File: config.mk
export PLATFORM = sky130hd
export DESIGN_NAME = root_err_collector
export DESIGN_NICKNAME = d
export VERILOG_FILES = /design/src/rtl/rec_pkg.sv /design/src/rtl/rec_status_unit.sv /design/src/rtl/rec_irq_unit.sv /design/src/rtl/root_err_collector.sv
export SDC_FILE = /design/constraint.sdc
export NUM_CORES = 1
export LEC_CHECK = 0
export ABC_AREA = 1
export BUFFER_PORTS_ARGS = -buffer_cell sky130_fd_sc_hd__buf_2
export CELL_PAD_IN_SITES_DETAIL_PLACEMENT = 1
export CELL_PAD_IN_SITES_GLOBAL_PLACEMENT = 2
export CORE_UTILIZATION = 22
export DETAILED_ROUTE_END_ITERATION = 16
export PLACE_DENSITY = 0.86
export SETUP_SLACK_MARGIN = 0.2
export SLEW_MARGIN = 10
export SYNTH_ARGS = -nofsm -noshare
export SYNTH_HDL_FRONTEND = slang
export SYNTH_SLANG_ARGS = --single-unit
File: constraint.sdc
create_clock -name clk -period 1.4 [get_ports clk]
set_input_delay 0.28 -clock clk [delete_from_list [all_inputs] [get_ports clk]]
set_output_delay 0.28 -clock clk [all_outputs]
set_load 0.005 [all_outputs]
File: src/rtl/rec_pkg.sv
package rec_pkg;

  typedef enum logic [1:0] {
    SEV_COR      = 2'd0,
    SEV_NONFATAL = 2'd1,
    SEV_FATAL    = 2'd2,
    SEV_RSVD     = 2'd3
  } sev_e;

  typedef enum logic [1:0] {
    ADDR_CMD  = 2'd0,
    ADDR_STAT = 2'd1,
    ADDR_SRC  = 2'd2,
    ADDR_NONE = 2'd3
  } addr_e;

  localparam int FLAG_W  = 7;
  localparam int CLASS_W = 3;

  localparam int B_COR   = 0;
  localparam int B_MCOR  = 1;
  localparam int B_UNC   = 2;
  localparam int B_MUNC  = 3;
  localparam int B_FIRST = 4;
  localparam int B_NF    = 5;
  localparam int B_FATAL = 6;

  localparam int C_COR   = 0;
  localparam int C_NF    = 1;
  localparam int C_FATAL = 2;

  // Pending classes as seen by the command enables
  function automatic logic [CLASS_W-1:0] pend_classes(input logic [FLAG_W-1:0] f);
    logic [CLASS_W-1:0] p;
    p          = '0;
    p[C_COR]   = f[B_COR];
    p[C_NF]    = f[B_NF];
    p[C_FATAL] = f[B_FATAL];
    return p;
  endfunction

  function automatic logic [CLASS_W-1:0] sev_class(input sev_e s);
    logic [CLASS_W-1:0] c;
    c = '0;
    case (s)
      SEV_COR:      c[C_COR]   = 1'b1;
      SEV_NONFATAL: c[C_NF]    = 1'b1;
      SEV_FATAL:    c[C_FATAL] = 1'b1;
      default:      c          = '0;
    endcase
    return c;
  endfunction

endpackage

File: src/rtl/rec_status_unit.sv
module rec_status_unit
  import rec_pkg::*;
#(
  parameter int SRC_W = 16,
  parameter int VEC_W = 5
) (
  input  logic              clk,
  input  logic              rst_n,
  input  logic [FLAG_W-1:0] clr_mask,
  input  logic              msg_fire,
  input  sev_e              msg_sev,
  input  logic [SRC_W-1:0]  msg_src,
  input  logic              vec_set,
  input  logic [VEC_W-1:0]  vec_val,
  output logic [FLAG_W-1:0] flags_q,
  output logic [FLAG_W-1:0] base_flags,
  output logic [SRC_W-1:0]  cor_id_q,
  output logic [SRC_W-1:0]  unc_id_q,
  output logic [VEC_W-1:0]  vec_q
);

  logic [FLAG_W-1:0] flags_d;
  logic [SRC_W-1:0]  cor_id_d;
  logic [SRC_W-1:0]  unc_id_d;
  logic              is_unc;

  // Clear first, then the arriving message lands on the cleared image
  assign base_flags = flags_q & ~clr_mask;
  assign is_unc     = (msg_sev == SEV_NONFATAL) || (msg_sev == SEV_FATAL);

  always_comb begin
    flags_d  = base_flags;
    cor_id_d = cor_id_q;
    unc_id_d = unc_id_q;
    if (msg_fire) begin
      if (msg_sev == SEV_COR) begin
        if (base_flags[B_COR]) flags_d[B_MCOR] = 1'b1;
        else                   cor_id_d        = msg_src;
        flags_d[B_COR] = 1'b1;
      end
      if (msg_sev == SEV_FATAL) begin
        if (!base_flags[B_UNC]) flags_d[B_FIRST] = 1'b1;
        flags_d[B_FATAL] = 1'b1;
      end
      if (msg_sev == SEV_NONFATAL) flags_d[B_NF] = 1'b1;
      if (is_unc) begin
        if (base_flags[B_UNC]) flags_d[B_MUNC] = 1'b1;
        else                   unc_id_d        = msg_src;
        flags_d[B_UNC] = 1'b1;
      end
    end
  end

  always_ff @(posedge clk) begin
    if (!rst_n) begin
      flags_q  <= '0;
      cor_id_q <= '0;
      unc_id_q <= '0;
      vec_q    <= '0;
    end else begin
      flags_q  <= flags_d;
      cor_id_q <= cor_id_d;
      unc_id_q <= unc_id_d;
      if (vec_set) vec_q <= vec_val;
    end
  end

endmodule

File: src/rtl/rec_irq_unit.sv
module rec_irq_unit
  import rec_pkg::*;
(
  input  logic               clk,
  input  logic               rst_n,
  input  logic               msg_mode,
  input  logic [CLASS_W-1:0] cmd_q,
  input  logic               cmd_wr,
  input  logic [CLASS_W-1:0] cmd_new,
  input  logic [FLAG_W-1:0]  flags_q,
  input  logic [FLAG_W-1:0]  base_flags,
  input  logic               msg_fire,
  input  sev_e               msg_sev,
  output logic               irq_level,
  output logic               irq_pulse
);

  logic [CLASS_W-1:0] pend_now;
  logic [CLASS_W-1:0] pend_base;
  logic               msg_notify;
  logic               cmd_notify;
  logic               pulse_d;

  assign pend_now  = pend_classes(flags_q);
  assign pend_base = pend_classes(base_flags);

  // Arrival notify: class enabled, nothing enabled was pending before it
  assign msg_notify = msg_fire && |(sev_class(msg_sev) & cmd_q) && !(|(pend_base & cmd_q));
  // Command notify: write newly uncovers a pending class
  assign cmd_notify = cmd_wr && !(|(cmd_q & pend_now)) && |(cmd_new & pend_now);
  assign pulse_d    = msg_mode && (msg_notify || cmd_notify);

  assign irq_level = !msg_mode && |(cmd_q & pend_now);

  always_ff @(posedge clk) begin
    if (!rst_n) irq_pulse <= 1'b0;
    else        irq_pulse <= pulse_d;
  end

endmodule

File: src/rtl/root_err_collector.sv
module root_err_collector
  import rec_pkg::*;
#(
  parameter int SRC_W = 16,
  parameter int VEC_W = 5,
  parameter int REG_W = 32
) (
  input  logic             clk,
  input  logic             rst_n,
  input  logic             msg_valid,
  output logic             msg_ready,
  input  logic [1:0]       msg_sev,
  input  logic [SRC_W-1:0] msg_src,
  input  logic             reg_wr_en,
  input  logic [1:0]       reg_addr,
  input  logic [REG_W-1:0] reg_wdata,
  output logic [REG_W-1:0] reg_rdata,
  input  logic             vec_set,
  input  logic [VEC_W-1:0] vec_val,
  input  logic             irq_msg_mode,
  output logic             irq_level,
  output logic             irq_pulse,
  output logic [VEC_W-1:0] irq_vec
);

  localparam int VEC_LSB = REG_W - VEC_W;

  logic [CLASS_W-1:0] cmd_q;
  logic [FLAG_W-1:0]  flags_q;
  logic [FLAG_W-1:0]  base_flags;
  logic [FLAG_W-1:0]  clr_mask;
  logic [SRC_W-1:0]   cor_id_q;
  logic [SRC_W-1:0]   unc_id_q;
  logic [VEC_W-1:0]   vec_q;
  logic               ready_q;
  logic               msg_fire;
  logic               cmd_wr;
  logic               stat_wr;
  sev_e               sev;

  assign sev       = sev_e'(msg_sev);
  assign msg_ready = ready_q;
  assign msg_fire  = msg_valid && ready_q && (sev != SEV_RSVD);
  assign cmd_wr    = reg_wr_en && (addr_e'(reg_addr) == ADDR_CMD);
  assign stat_wr   = reg_wr_en && (addr_e'(reg_addr) == ADDR_STAT);
  assign clr_mask  = stat_wr ? reg_wdata[FLAG_W-1:0] : '0;
  assign irq_vec   = vec_q;

  always_ff @(posedge clk) begin
    if (!rst_n) begin
      ready_q <= 1'b0;
      cmd_q   <= '0;
    end else begin
      ready_q <= 1'b1;
      if (cmd_wr) cmd_q <= reg_wdata[CLASS_W-1:0];
    end
  end

  rec_status_unit #(
    .SRC_W(SRC_W),
    .VEC_W(VEC_W)
  ) u_status (
    .clk       (clk),
    .rst_n     (rst_n),
    .clr_mask  (clr_mask),
    .msg_fire  (msg_fire),
    .msg_sev   (sev),
    .msg_src   (msg_src),
    .vec_set   (vec_set),
    .vec_val   (vec_val),
    .flags_q   (flags_q),
    .base_flags(base_flags),
    .cor_id_q  (cor_id_q),
    .unc_id_q  (unc_id_q),
    .vec_q     (vec_q)
  );

  rec_irq_unit u_irq (
    .clk       (clk),
    .rst_n     (rst_n),
    .msg_mode  (irq_msg_mode),
    .cmd_q     (cmd_q),
    .cmd_wr    (cmd_wr),
    .cmd_new   (reg_wdata[CLASS_W-1:0]),
    .flags_q   (flags_q),
    .base_flags(base_flags),
    .msg_fire  (msg_fire),
    .msg_sev   (sev),
    .irq_level (irq_level),
    .irq_pulse (irq_pulse)
  );

  // Read multiplexer
  always_comb begin
    reg_rdata = '0;
    case (addr_e'(reg_addr))
      ADDR_CMD:  reg_rdata[CLASS_W-1:0] = cmd_q;
      ADDR_STAT: begin
        reg_rdata[FLAG_W-1:0]      = flags_q;
        reg_rdata[REG_W-1:VEC_LSB] = vec_q;
      end
      ADDR_SRC:  begin
        reg_rdata[SRC_W-1:0]       = cor_id_q;
        reg_rdata[2*SRC_W-1:SRC_W] = unc_id_q;
      end
      default:   reg_rdata = '0;
    endcase
  end

endmodule

# Word level (Yosys, flattened, before mapping)
# Index checks and enable logic that the tools add are counted.
[op_classes]
n_eq_ne = 5
n_mux = 18
bitwise = 8
n_reduce_logical = 23
[ops]
columns = ["op", "count"]
rows = [
  ["20-bit two-way mux", 1],
  ["7-bit two-way mux", 2],
  ["3-bit bitwise AND", 4],
  ["3-bit OR reduction", 4],
  ["1-bit logical AND", 10],
  ["1-bit two-way mux", 10],
  ["5-bit one-hot mux with 2 select lines", 1],
  ["3-bit one-hot mux with 3 select lines", 1],
  ["4-bit one-hot mux with 2 select lines", 1],
  ["7-bit bitwise AND", 1],
  ["7-bit inverter", 1],
  ["3-bit AND reduction", 2],
  ["2-bit by 1-bit == test with 1-bit output (second input constant)", 2],
  ["2-bit == test (second input constant)", 2],
  ["2-bit logical NOT", 2],
  ["2-bit two-way mux", 2],
  ["1-bit logical NOT", 3],
  ["1-bit logical OR", 2],
  ["2-bit != test (second input constant)", 1],
  ["1-bit inverter", 2],
]
[totals]
register_bits = 49
in_bits = 63
out_inout_bits = 40
word_cells = 61

# Depth between registers and ports, before layout
# Gate-level depths: netlist of the first run.
[logic_depth]
ltp_word = 11
mapped_depth = 10

# Hierarchy
# A second synthesis of the first run with hierarchy kept.
[unflattened]
cells_unflattened = 427
area_unflattened_um2 = 2707.6
[by_module_without_submodules]
columns = ["mod", "n_inst", "cells_per_inst", "area_each_um2", "seq_area_each_um2"]
rows = [
  ["rec_status_unit", 1, 263, 1936.9, 880.8],
  ["root_err_collector", 1, 135, 633.1, 80.1],
  ["rec_irq_unit", 1, 29, 137.6, 20.0],
]

# Worst setup path after synthesis of the first run
# Ideal clock, no wire load.
[synth_timing]
path_type = "input port to output port"
start = "in reg_addr[1]"
end = "out reg_rdata[2]"
t_arrival_ns = 1.115
required_time_ns = 1.120
setup_slack_ns = 0.005
cell_stages = 8
path_buffers = 2
path_cell_list = "inv_1 -> ha_1 -> buf_4 -> clkbuf_1 -> nand2_1 -> nand3_1 -> nand2_1 -> inv_1"
[synth_via]
elab_chain_cells = 2
word_cells_on_any_way = 4
cone_classes = "eq/ne (2); mux (1); reduce/logical (1)"
[synth_rtl]
columns = ["item", "line", "source"]
rows = [
  ["start: declaration", "root_err_collector.sv:15", "input logic [1:0] reg_addr,"],
  ["2-bit == test, or another cell as far along", "root_err_collector.sv:96", "case (addr_e'(reg_addr))"],
  ["3-bit one-hot mux with 3 select lines *", "root_err_collector.sv:96", ""],
  ["end: declaration", "root_err_collector.sv:17", "output logic [REG_W-1:0] reg_rdata,"],
]
# Every way passes the cells marked *; elsewhere a longest branch is shown, timed or not.

# Worst setup path after layout of the first run
[layout_timing]
start = "in reg_addr[1]"
end = "out reg_rdata[5]"
[layout_via]
elab_chain_cells = 2
word_cells_on_any_way = 3
cone_classes = "eq/ne (2); mux (1)"
[layout_rtl]
columns = ["item", "line"]
rows = [
  ["2-bit == test or 2-bit by 1-bit == test with 1-bit output (tied branches)", "root_err_collector.sv:96"],
  ["4-bit one-hot mux with 2 select lines *", "root_err_collector.sv:96"],
]
# Marks and branches as above.

==> reports/results.txt, run 1 <==
status = finished, violations left
violated checks = negative setup slack
leakage power = 1.98 nW
cell area after placement = 3070 µm²
xor/xnor share of the synthesized area = 0%
Port Buf Inserts = 77
Yosys cell types = 23
Reg-to-Reg Start = msg_ready
R2R Setup Slk = 0.16 ns
CP top delay family = buffers and inverters
vias = 2588
DIE WIDTH = 106 µm
Fmax = 688 MHz
Final WS setup = -0.0533 ns
Synth Area in Compound Gates = 15.4%
Final Skew = 0.00664 ns
Adder-Cell Fraction of Synth Area = 4.21%
Ports = 103
Remaining DRCs = 0
commonest cells after routing, fill and taps aside = buf_2 (75), nand2_1 (52), nor2_1 (44), dfxtp_1 (42), inv_1 (35)
first-pass GRT wire length = 13300 µm
worst-margin pin slew = 0.333 ns
post-route ant nets = 0
CTS tree = done
non-filler instance count after layout = 603
VDD IR-drop max = 0.000427 V
worst slack at placement = -0.232 ns
async set or reset register ratio after synthesis = 0%
TNS Setup = -0.146 ns
Synth warnings = 0
drt total wl = 9060 µm
Sw Share = 30.0%
CTS hold repair buffers = 0
Clock power frac = 28.5%
Final #Nets = 537
Core Box Area = 10400 µm²
Worst Reg-to-Reg Cells = 7
count of pins over their slew limit = 0
share of total power in combinational logic = 21.6%
register area share after synthesis = 41.3%
Mean Syn Cell Area = 6.86 µm²
max incr delay on CP = 0.14 ns
final instance area = 4020 µm²
Sequential Power Share = 50.0%
main combinational cell family by area after synthesis = simple AND/OR/NAND/NOR gates
Worst R2R End = u_status.cor_id_q[4]
Setup Crit Path Kind = in -> out
drt pass-1 iters = 4
Final Cycle Share = 104%
Hold Crit Endpoint = u_status.vec_q[4]
Row Count = 37
root buffer cell = clkbuf_8
Total Power = 3.02 mW
DP HPWL = 5760 µm
DP Cell Count = 567
crit start category = input pin
DR WL/cell = 15.0 µm
clk slew on worst S/H paths = 0.09 ns
unrepaired setup endpoints after global routing = true
vias in the first global route = 2676
vias per inst = 4.29
Die ar. = 11200 µm²
crit-path max FO = 5
Num CTS Buffers = 5
Overflow after GRT = 0
Max-Cap Viols = 0
worst relative slew slack = 77.8%
final hold vios = 0
# fillers = 1289
most common cell after layout, fill and taps aside = buf_2
endpoint type of the worst setup path = output port
Synth Area in Simple Gates = 27.9%
Net Switching = 905 µW
final number of setup-violating endpoints = 5
DR iter-0 viols = 51
Cell Area, Synth = 2370 µm²
initial core utilization = 22.8%
crit path time final = 1.45 ns
Final Core Density = 38.6%
EDFF count, synth = 0
Main synth FF type = dfxtp_1
WP data arrival = 1.17 ns
area growth from synthesis to final layout = 69.3%
Seq cells post-synth = 49
layout cells sized above 1 = 51.4%
Skew-Pair Late Insertion Delay = 0.30 ns
post-synthesis mux area share = 0%
initial antenna violation count = 0
buffer and inverter count on the worst path = 5
largest net degree at the start of global routing = 23
Worst Path Required = 1.12 ns
WHS = 0.197 ns
cell count after synthesis = 346
internal power = 2.11 mW
worst hold-check path type = in -> reg
Mapped Nets = 417
crit-path cells = buf_12 > inv_12 > ha_4 > buf_6 > buf_4 > nand2_2 > a21oi_2 > buf_2
clk sinks = 49
GRT Total Usage = 15.3%
CP max stage cell = ha_4
Power per Cell Area = 751 nW/µm²
hold path startpoint = vec_val[4]
Hold Crit Depth = 3
clock buffer depth = 2
gpl congestion = 0.811
Die Y = 106 µm
ant diodes = 0
H-tree lvl count = 2
worst reg2reg max path, delay by kind of cell (launching register included):
family          cells  cell delay, ns
compound gates      1            0.19
buf+inv             1            0.14
simple gates        5            0.48
flops               1            0.34
how the worst max path moves through the flow:
stage	startpoint	end	slack, ns	cells past startpoint
2_1_floorplan	reg_addr[1]	u_status.unc_id_q[10]	0.08	9
3_3_place_gp	reg_addr[1]	reg_rdata[4]	-0.24	7
6_report	reg_addr[1]	reg_rdata[5]	-0.05	8
3_5_place_dp	reg_addr[1]	reg_rdata[4]	-0.23	7
4_1_cts	reg_addr[0]	reg_rdata[28]	-0.02	8
5_1_grt	reg_addr[1]	reg_rdata[5]	-0.08	8
sequential cells by signal, indices dropped and copies added (netlist names):
name and cells:
u_status.cor_id_q 16, u_status.unc_id_q 16, u_status.flags_q 7, u_status.vec_q 5, cmd_q 3, msg_ready 1, u_irq.irq_pulse 1
area by class of cell:
class                           instances  area, µm²  share of cell area, %
Timing Repair inverter                  2       32.5                  0.809
Tap cell                              136        170                   4.23
Clock inverter                          2       15.0                  0.373
Timing Repair Buffer                  120        876                   21.8
Sequential cell                        49       1000                   25.0
Clock buffer                            6       72.6                   1.81
Multi-Input combinational cell        244       1630                   40.6
Inverter                               44        215                   5.35
cells in the mapped netlist, types with 2 or more instances:
cell type | count | area, µm²
ha_1 | 8 | 100
o21a_1 | 2 | 15.0
nand3_1 | 9 | 45.0
o21ai_1 | 10 | 50.1
nor2_1 | 80 | 300
o21ai_4 | 2 | 32.5
clkbuf_1 | 7 | 26.3
o21ai_0 | 34 | 170
clkinv_1 | 2 | 7.51
a21oi_1 | 18 | 90.1
nand2_1 | 71 | 267
nand2_4 | 3 | 33.8
inv_1 | 40 | 150
buf_6 | 3 | 33.8
dfxtp_1 | 49 | 981
routing by layer:
layer,vias to the layer above,wire [µm],GRT usage [%]
met5,-,0,0
li1,1323,-,-
met4,0,74,3.47
met3,6,259,2.39
met2,48,4900,28.7
met1,1211,3820,18.0
power by group through the flow:
stage	combinational [mW]	sequential, mW	clock, mW
CTS	0.530	1.50	0.896
global route	0.712	1.52	0.940
floorplan	0.228	1.51	0
detailed placement	0.431	1.53	0
finish	0.651	1.51	0.859
global placement	0.420	1.52	0
what timing repair did:
action	CTS	global route
resized for setup	81	100
setup buffers	13	8
cloned	3	4
endpoints found under the hold margin	0	0
pin swaps	21	24
setup endpoints to repair	65	69
logic make-up after synthesis:
kind of cell	count (synthesis)
flops	49
simple gates	165
buf+inv	57
compound gates	67
fa+ha+maj	8
Note: power is estimated with default switching activity, not from simulation.
==> inputs of run 2 (changes only) <==
--- a/config.mk
+++ b/config.mk
@@ -12,7 +12,6 @@
 export CORE_UTILIZATION = 22
 export DETAILED_ROUTE_END_ITERATION = 16
 export PLACE_DENSITY = 0.86
-export SETUP_SLACK_MARGIN = 0.2
 export SLEW_MARGIN = 10
 export SYNTH_ARGS = -nofsm -noshare
 export SYNTH_HDL_FRONTEND = slang
==> constraint.sdc (replaced) <==
create_clock -name clk -period 1.4 [get_ports clk]
set_input_delay 0.21 -clock clk [delete_from_list [all_inputs] [get_ports clk]]
set_output_delay 0.21 -clock clk [all_outputs]
set_load 0.005 [all_outputs]
==> run 2 against run 1 <==
The flow now finishes without violations. Setup slack better by 0.094 ns. First-iteration DRC count up 49%. Final cell count down 4.1%. Sequential share of layout area up 4.7 points. Critical path type unchanged. Critical endpoint is now reg_rdata[4]. Largest cell class unchanged. Highest routed layer unchanged.
==> reports/results.txt, run 2 (same netlist as run 1, synthesis figures left out) <==
cell area after placement = 3030 µm² (-1.1%)
Fmax = 736 MHz (+6.9%)
final instance area = 3350 µm² (-17%)
top flop regs = u_status.cor_id_q: 16 flops, u_status.unc_id_q: 16 flops, u_status.flags_q: 7 flops
Final Cycle Share = 97.1% (-6.7 points)
worst-margin pin slew = 0.373 ns (+0.0407 ns)
most common cell after layout, fill and taps aside = nor2_1
Worst Path Required = 1.19 ns (+0.07 ns)
Worst Reg-to-Reg Cells = 8 (+1)
status = finished clean
Final #Nets = 513 (-4.5%)
post-route ant nets = 0 (unchanged)
commonest cells after routing, fill and taps aside = nor2_1 (80), buf_2 (76), nand2_1 (68), dfxtp_1 (43), inv_1 (38)
count of pins over their slew limit = 0 (unchanged)
TNS Setup = 0 ns (+0.146 ns)
worst hold-check path type = in -> reg
gpl congestion = 0.779 (-4.0%)
DP HPWL = 5630 µm (-2.2%)
VDD IR-drop max = 0.000325 V (-24%)
DIE WIDTH = 106 µm (unchanged)
internal power = 2.06 mW (-2.5%)
Overflow after GRT = 0 (unchanged)
share of total power in combinational logic = 16.7% (-4.9 points)
Final Skew = 0.00748 ns (+0.000844 ns)
leakage power = 1.73 nW (-13%)
crit-path max FO = 7 (+2)
Hold Crit Depth = 3 (unchanged)
Ports = 103 (unchanged)
drt total wl = 7300 µm (-19%)
Remaining DRCs = 0 (unchanged)
drt pass-1 iters = 4 (unchanged)
Clock power frac = 30.2% (+1.7 points)
clock buffer depth = 2 (unchanged)
vias in the first global route = 2442 (-8.7%)
Num CTS Buffers = 5 (unchanged)
GRT Total Usage = 13.3% (-2.0 points)
Die ar. = 11200 µm² (unchanged)
layout cells sized above 1 = 32.6% (-19 points)
Net Switching = 750 µW (-17%)
endpoint type of the worst setup path = output port
worst relative slew slack = 75.1% (-2.7 points)
clk slew on worst S/H paths = 0.09 ns (about the same)
final hold vios = 0 (unchanged)
Final Core Density = 32.2% (-6.4 points)
CTS hold repair buffers = 0 (unchanged)
Port Buf Inserts = 77 (unchanged)
DR iter-0 viols = 76 (+49%)
Skew-Pair Late Insertion Delay = 0.30 ns (about the same)
DR WL/cell = 12.6 µm (-16%)
WP data arrival = 1.15 ns (-0.02 ns)
area growth from synthesis to final layout = 41.2%
Power per Cell Area = 837 nW/µm² (+12%)
crit path time final = 1.36 ns (-0.0939 ns)
Die Y = 106 µm (unchanged)
CTS tree = done
initial antenna violation count = 0 (unchanged)
clk sinks = 49 (unchanged)
unrepaired setup endpoints after global routing = true
Sw Share = 26.7% (-3.3 points)
H-tree lvl count = 2 (unchanged)
ant diodes = 0 (unchanged)
Max-Cap Viols = 0 (unchanged)
crit start category = input pin
Sequential Power Share = 53.1% (+3.1 points)
first-pass GRT wire length = 11800 µm (-12%)
vias per inst = 4.31 (+0.50%)
vias = 2493 (-3.7%)
Setup Crit Path Kind = in -> out
largest net degree at the start of global routing = 26 (+13%)
initial core utilization = 22.8% (unchanged)
Core Box Area = 10400 µm² (unchanged)
root buffer cell = clkbuf_8
Row Count = 37 (unchanged)
final number of setup-violating endpoints = 0 (-5)
run 2: cell types whose count changed in the layout (fill, tap and decap cells not counted), moves of 9 or more:
cell | previous run | this run
o21ai_0 | 11 | 33
o21ai_2 | 10 | 0
nor2_1 | 44 | 80
o21ai_1 | 22 | 11
nand2_2 | 16 | 1
nor2_2 | 16 | 0
nor2_4 | 21 | 1
nand2_1 | 52 | 68
buf_4 | 25 | 16
run 2: power by group through the flow:
stage	Sequential, mW	Clock, mW	Combinational, mW
6_report	1.49	0.847	0.469
2_1_floorplan	1.51	0	0.214
5_1_grt	1.50	0.942	0.524
3_5_place_dp	1.53	0	0.410
4_1_cts	1.49	0.890	0.456
3_3_place_gp	1.52	0	0.399
run 2: what timing repair did:
item	in CTS	in global routing
buffers inserted	1	2
gates resized for setup	30	22
pin swaps	2	2
cloned	1	0
setup endpoints to repair	33	32
run 2: path summary, 6_finish.rpt:
path	slack (ns)	endpoint	start
setup / recovery	0.04	reg_rdata[4]	reg_addr[0]
setup reg to reg	0.13	u_status.unc_id_q[14]	msg_ready
hold reg to reg	0.48	u_status.flags_q[4]	u_status.flags_q[4]
hold / removal	0.13	u_status.vec_q[4]	vec_val[4]
run 2: layout make-up:
cell class              count  area [µm²]
fillers                  1338        7060
multi-input cells         240        1250
flip-flops and latches     49         996
repair buffers            102         667
inverters                  44         185
well taps                 136         170
clock buffers               7        86.3
run 2: critical path: stages:
cell and delay [ns]:
buf_8 0.10, inv_4 0.04, buf_4 0.10, ha_4 0.18, buf_12 0.14, nand2_1 0.07, a21oi_2 0.17, buf_2 0.14
run 2: routing by layer:
metal	routed length [µm]	GRT usage, %
met5	0	0
met4	71	3.27
met3	296	2.58
met2	3610	24.1
met1	3320	16.0
run 2: metrics by stage:
stage | instances | setup WS [ns] | hold WS (ns) | total power, mW
final | 578 | 0.0406 | 0.133 | 2.81
after global routing | 578 | -0.0286 | 0.137 | 2.97
after CTS | 576 | 0.00636 | 0.129 | 2.84
after detailed placement | 567 | -0.131 | 0.450 | 1.94
after global placement | 567 | -0.0803 | 0.440 | 1.92
after floorplan | 346 | 0.120 | 0.238 | 1.73
==> inputs of run 3 (changes only) <==
--- a/config.mk
+++ b/config.mk
@@ -10,9 +10,9 @@
 export CELL_PAD_IN_SITES_DETAIL_PLACEMENT = 1
 export CELL_PAD_IN_SITES_GLOBAL_PLACEMENT = 2
 export CORE_UTILIZATION = 22
+export CTS_BUF_LIST = sky130_fd_sc_hd__clkbuf_16
 export DETAILED_ROUTE_END_ITERATION = 16
 export PLACE_DENSITY = 0.86
-export SLEW_MARGIN = 10
 export SYNTH_ARGS = -nofsm -noshare
 export SYNTH_HDL_FRONTEND = slang
 export SYNTH_SLANG_ARGS = --single-unit
==> run 3 against run 2 <==
Die area did not move. Combinational power fell by 4%. Clock skew fell by 0.0019 ns. Register-to-register slack barely moved. Total power rose by 9.8%. Clock power rose by 35%. Core utilization fell by 0.072 points. Setup slack improved by 0.0080 ns. Critical endpoint is now irq_level.
==> reports/results.txt, run 3 (same netlist as run 1, synthesis figures left out) <==
final number of setup-violating endpoints = 0 (unchanged)
Max-Cap Viols = 0 (unchanged)
gpl congestion = 0.779 (unchanged)
most common cell after layout, fill and taps aside = nor2_1
DR WL/cell = 12.6 µm (+0.18%)
post-route ant nets = 0 (unchanged)
clk sinks = 49 (unchanged)
count of pins over their slew limit = 0 (unchanged)
Final #Nets = 511 (-0.39%)
initial antenna violation count = 0 (unchanged)
# fillers = 1341 (+0.22%)
drt total wl = 7290 µm (-0.16%)
Power per Cell Area = 922 nW/µm² (+10%)
crit start category = flip-flop
leakage power = 1.73 nW (about the same)
final instance area = 3350 µm² (-0.22%)
worst slack at placement = -0.131 ns (unchanged)
WP data arrival = 1.14 ns (about the same)
H-tree lvl count = 2 (unchanged)
first-pass GRT wire length = 11500 µm (-2.1%)
Skew-Pair Late Insertion Delay = 0.28 ns (-0.02 ns)
DP HPWL = 5630 µm (unchanged)
Final WS setup = 0.0486 ns (+0.00803 ns)
Port Buf Inserts = 77 (unchanged)
Ports = 103 (unchanged)
Final Core Density = 32.1% (-0.072 points)
Worst Path Required = 1.19 ns (about the same)
endpoint type of the worst setup path = output port
drt pass-1 iters = 4 (unchanged)
worst relative slew slack = 75.2% (+0.13 points)
Die ar. = 11200 µm² (unchanged)
Setup Crit Path Kind = reg -> out
unrepaired setup endpoints after global routing = false
Fmax = 740 MHz (+0.59%)
ant diodes = 0 (unchanged)
final hold vios = 0 (unchanged)
vias in the first global route = 2446 (+0.16%)
max layer used = met4
layout cells sized above 1 = 32.0% (-0.53 points)
Die Y = 106 µm (unchanged)
CTS tree = done
Remaining DRCs = 0 (unchanged)
crit path time final = 1.35 ns (-0.00803 ns)
Row Count = 37 (unchanged)
Final Skew = 0.00553 ns (-0.00195 ns)
crit-path max FO = 4 (-3)
GRT Total Usage = 12.9% (-0.37 points)
area growth from synthesis to final layout = 40.9%
DP Cell Count = 567 (unchanged)
TNS Setup = 0 ns (unchanged)
Num CTS Buffers = 5 (unchanged)
initial core utilization = 22.8% (unchanged)
Overflow after GRT = 0 (unchanged)
Met2 Routed Length = 3530 µm (-2.2%)
vias = 2475 (-0.72%)
total length of routed met3 wires = 278 µm (-6.1%)
worst-margin pin slew = 0.371 ns (-0.00199 ns)
R2R Setup Slk = 0.14 ns (about the same)
clock buffer depth = 2 (unchanged)
worst hold-check path type = in -> reg
cell area after placement = 3030 µm² (unchanged)
VDD IR-drop max = 0.000477 V (+47%)
largest net degree at the start of global routing = 26 (unchanged)
status = finished clean
CTS hold repair buffers = 0 (unchanged)
commonest cells after routing, fill and taps aside = nor2_1 (80), buf_2 (76), nand2_1 (65), dfxtp_1 (43), inv_1 (39)
wire length on met1 = 3420 µm (+3.0%)
root buffer cell = clkbuf_16
non-filler instance count after layout = 576 (-0.35%)
Total Power = 3.08 mW (+9.8%)
DR iter-0 viols = 55 (-28%)
vias per inst = 4.30 (-0.38%)
top flop regs = u_status.cor_id_q: 16 flops, u_status.unc_id_q: 16 flops, u_status.flags_q: 7 flops
WHS = 0.152 ns (+0.0195 ns)
DIE WIDTH = 106 µm (unchanged)
Final Cycle Share = 96.5% (-0.57 points)
Core Box Area = 10400 µm² (unchanged)
clk slew on worst S/H paths = 0.06 ns (-0.03 ns)
-- run 3: cell count changes in the layout (fill, tap and decap cells not counted), sizes merged --
cell / delta
clkbuf: -1
clkinv: +1
inv: +1
buf: -3
-- run 3: layout make-up --
| cell class | instances | area, µm² | area share (%) |
|---|---|---|---|
| sequential | 49 | 991 | 29.6 |
| clock inverter | 2 | 7.51 | 0.224 |
| multi-input combinational | 240 | 1220 | 36.6 |
| timing repair buffer | 100 | 646 | 19.3 |
| clock buffer | 5 | 125 | 3.74 |
| tap | 136 | 170 | 5.09 |
| inverter | 44 | 181 | 5.42 |
-- run 3: worst max-delay path, stage by stage, from the launching register on --
cell     delay (ns)
dfxtp_2        0.37
nand2_1        0.10
a31o_2         0.24
inv_1          0.05
buf_2          0.10
-- run 3: per-layer routing --
| layer | up-vias | track usage (%) |
|---|---|---|
| met2 | 54 | 23.4 |
| li1 | 1260 | - |
| met3 | 9 | 2.64 |
| met5 | - | 0 |
| met1 | 1152 | 15.5 |
| met4 | 0 | 3.27 |
-- run 3: power breakdown --
group          switching [mW]  leakage, nW  internal [mW]
clock network           0.497       0.0685          0.640
logic                   0.247         1.26          0.204
registers              0.0414        0.403           1.45
-- run 3: path summary, 6_finish.rpt --
| kind | end | start | cells past startpoint |
|---|---|---|---|
| min reg2reg | u_status.cor_id_q[9] | u_status.cor_id_q[9] | 2 |
| max reg2reg | u_status.cor_id_q[5] | msg_ready | 8 |
| min | u_status.vec_q[4] | vec_val[4] | 3 |
| max | irq_level | u_status.flags_q[5] | 4 |
-- run 3: what timing repair did --
action / in CTS / in global routing
pin swaps: 0 / 2
endpoints found under the setup margin: 33 / 50
endpoints found under the hold margin: 0 / 0
resized for setup: 15 / 29
buffers inserted: 0 / 1
cloned: 0 / 1
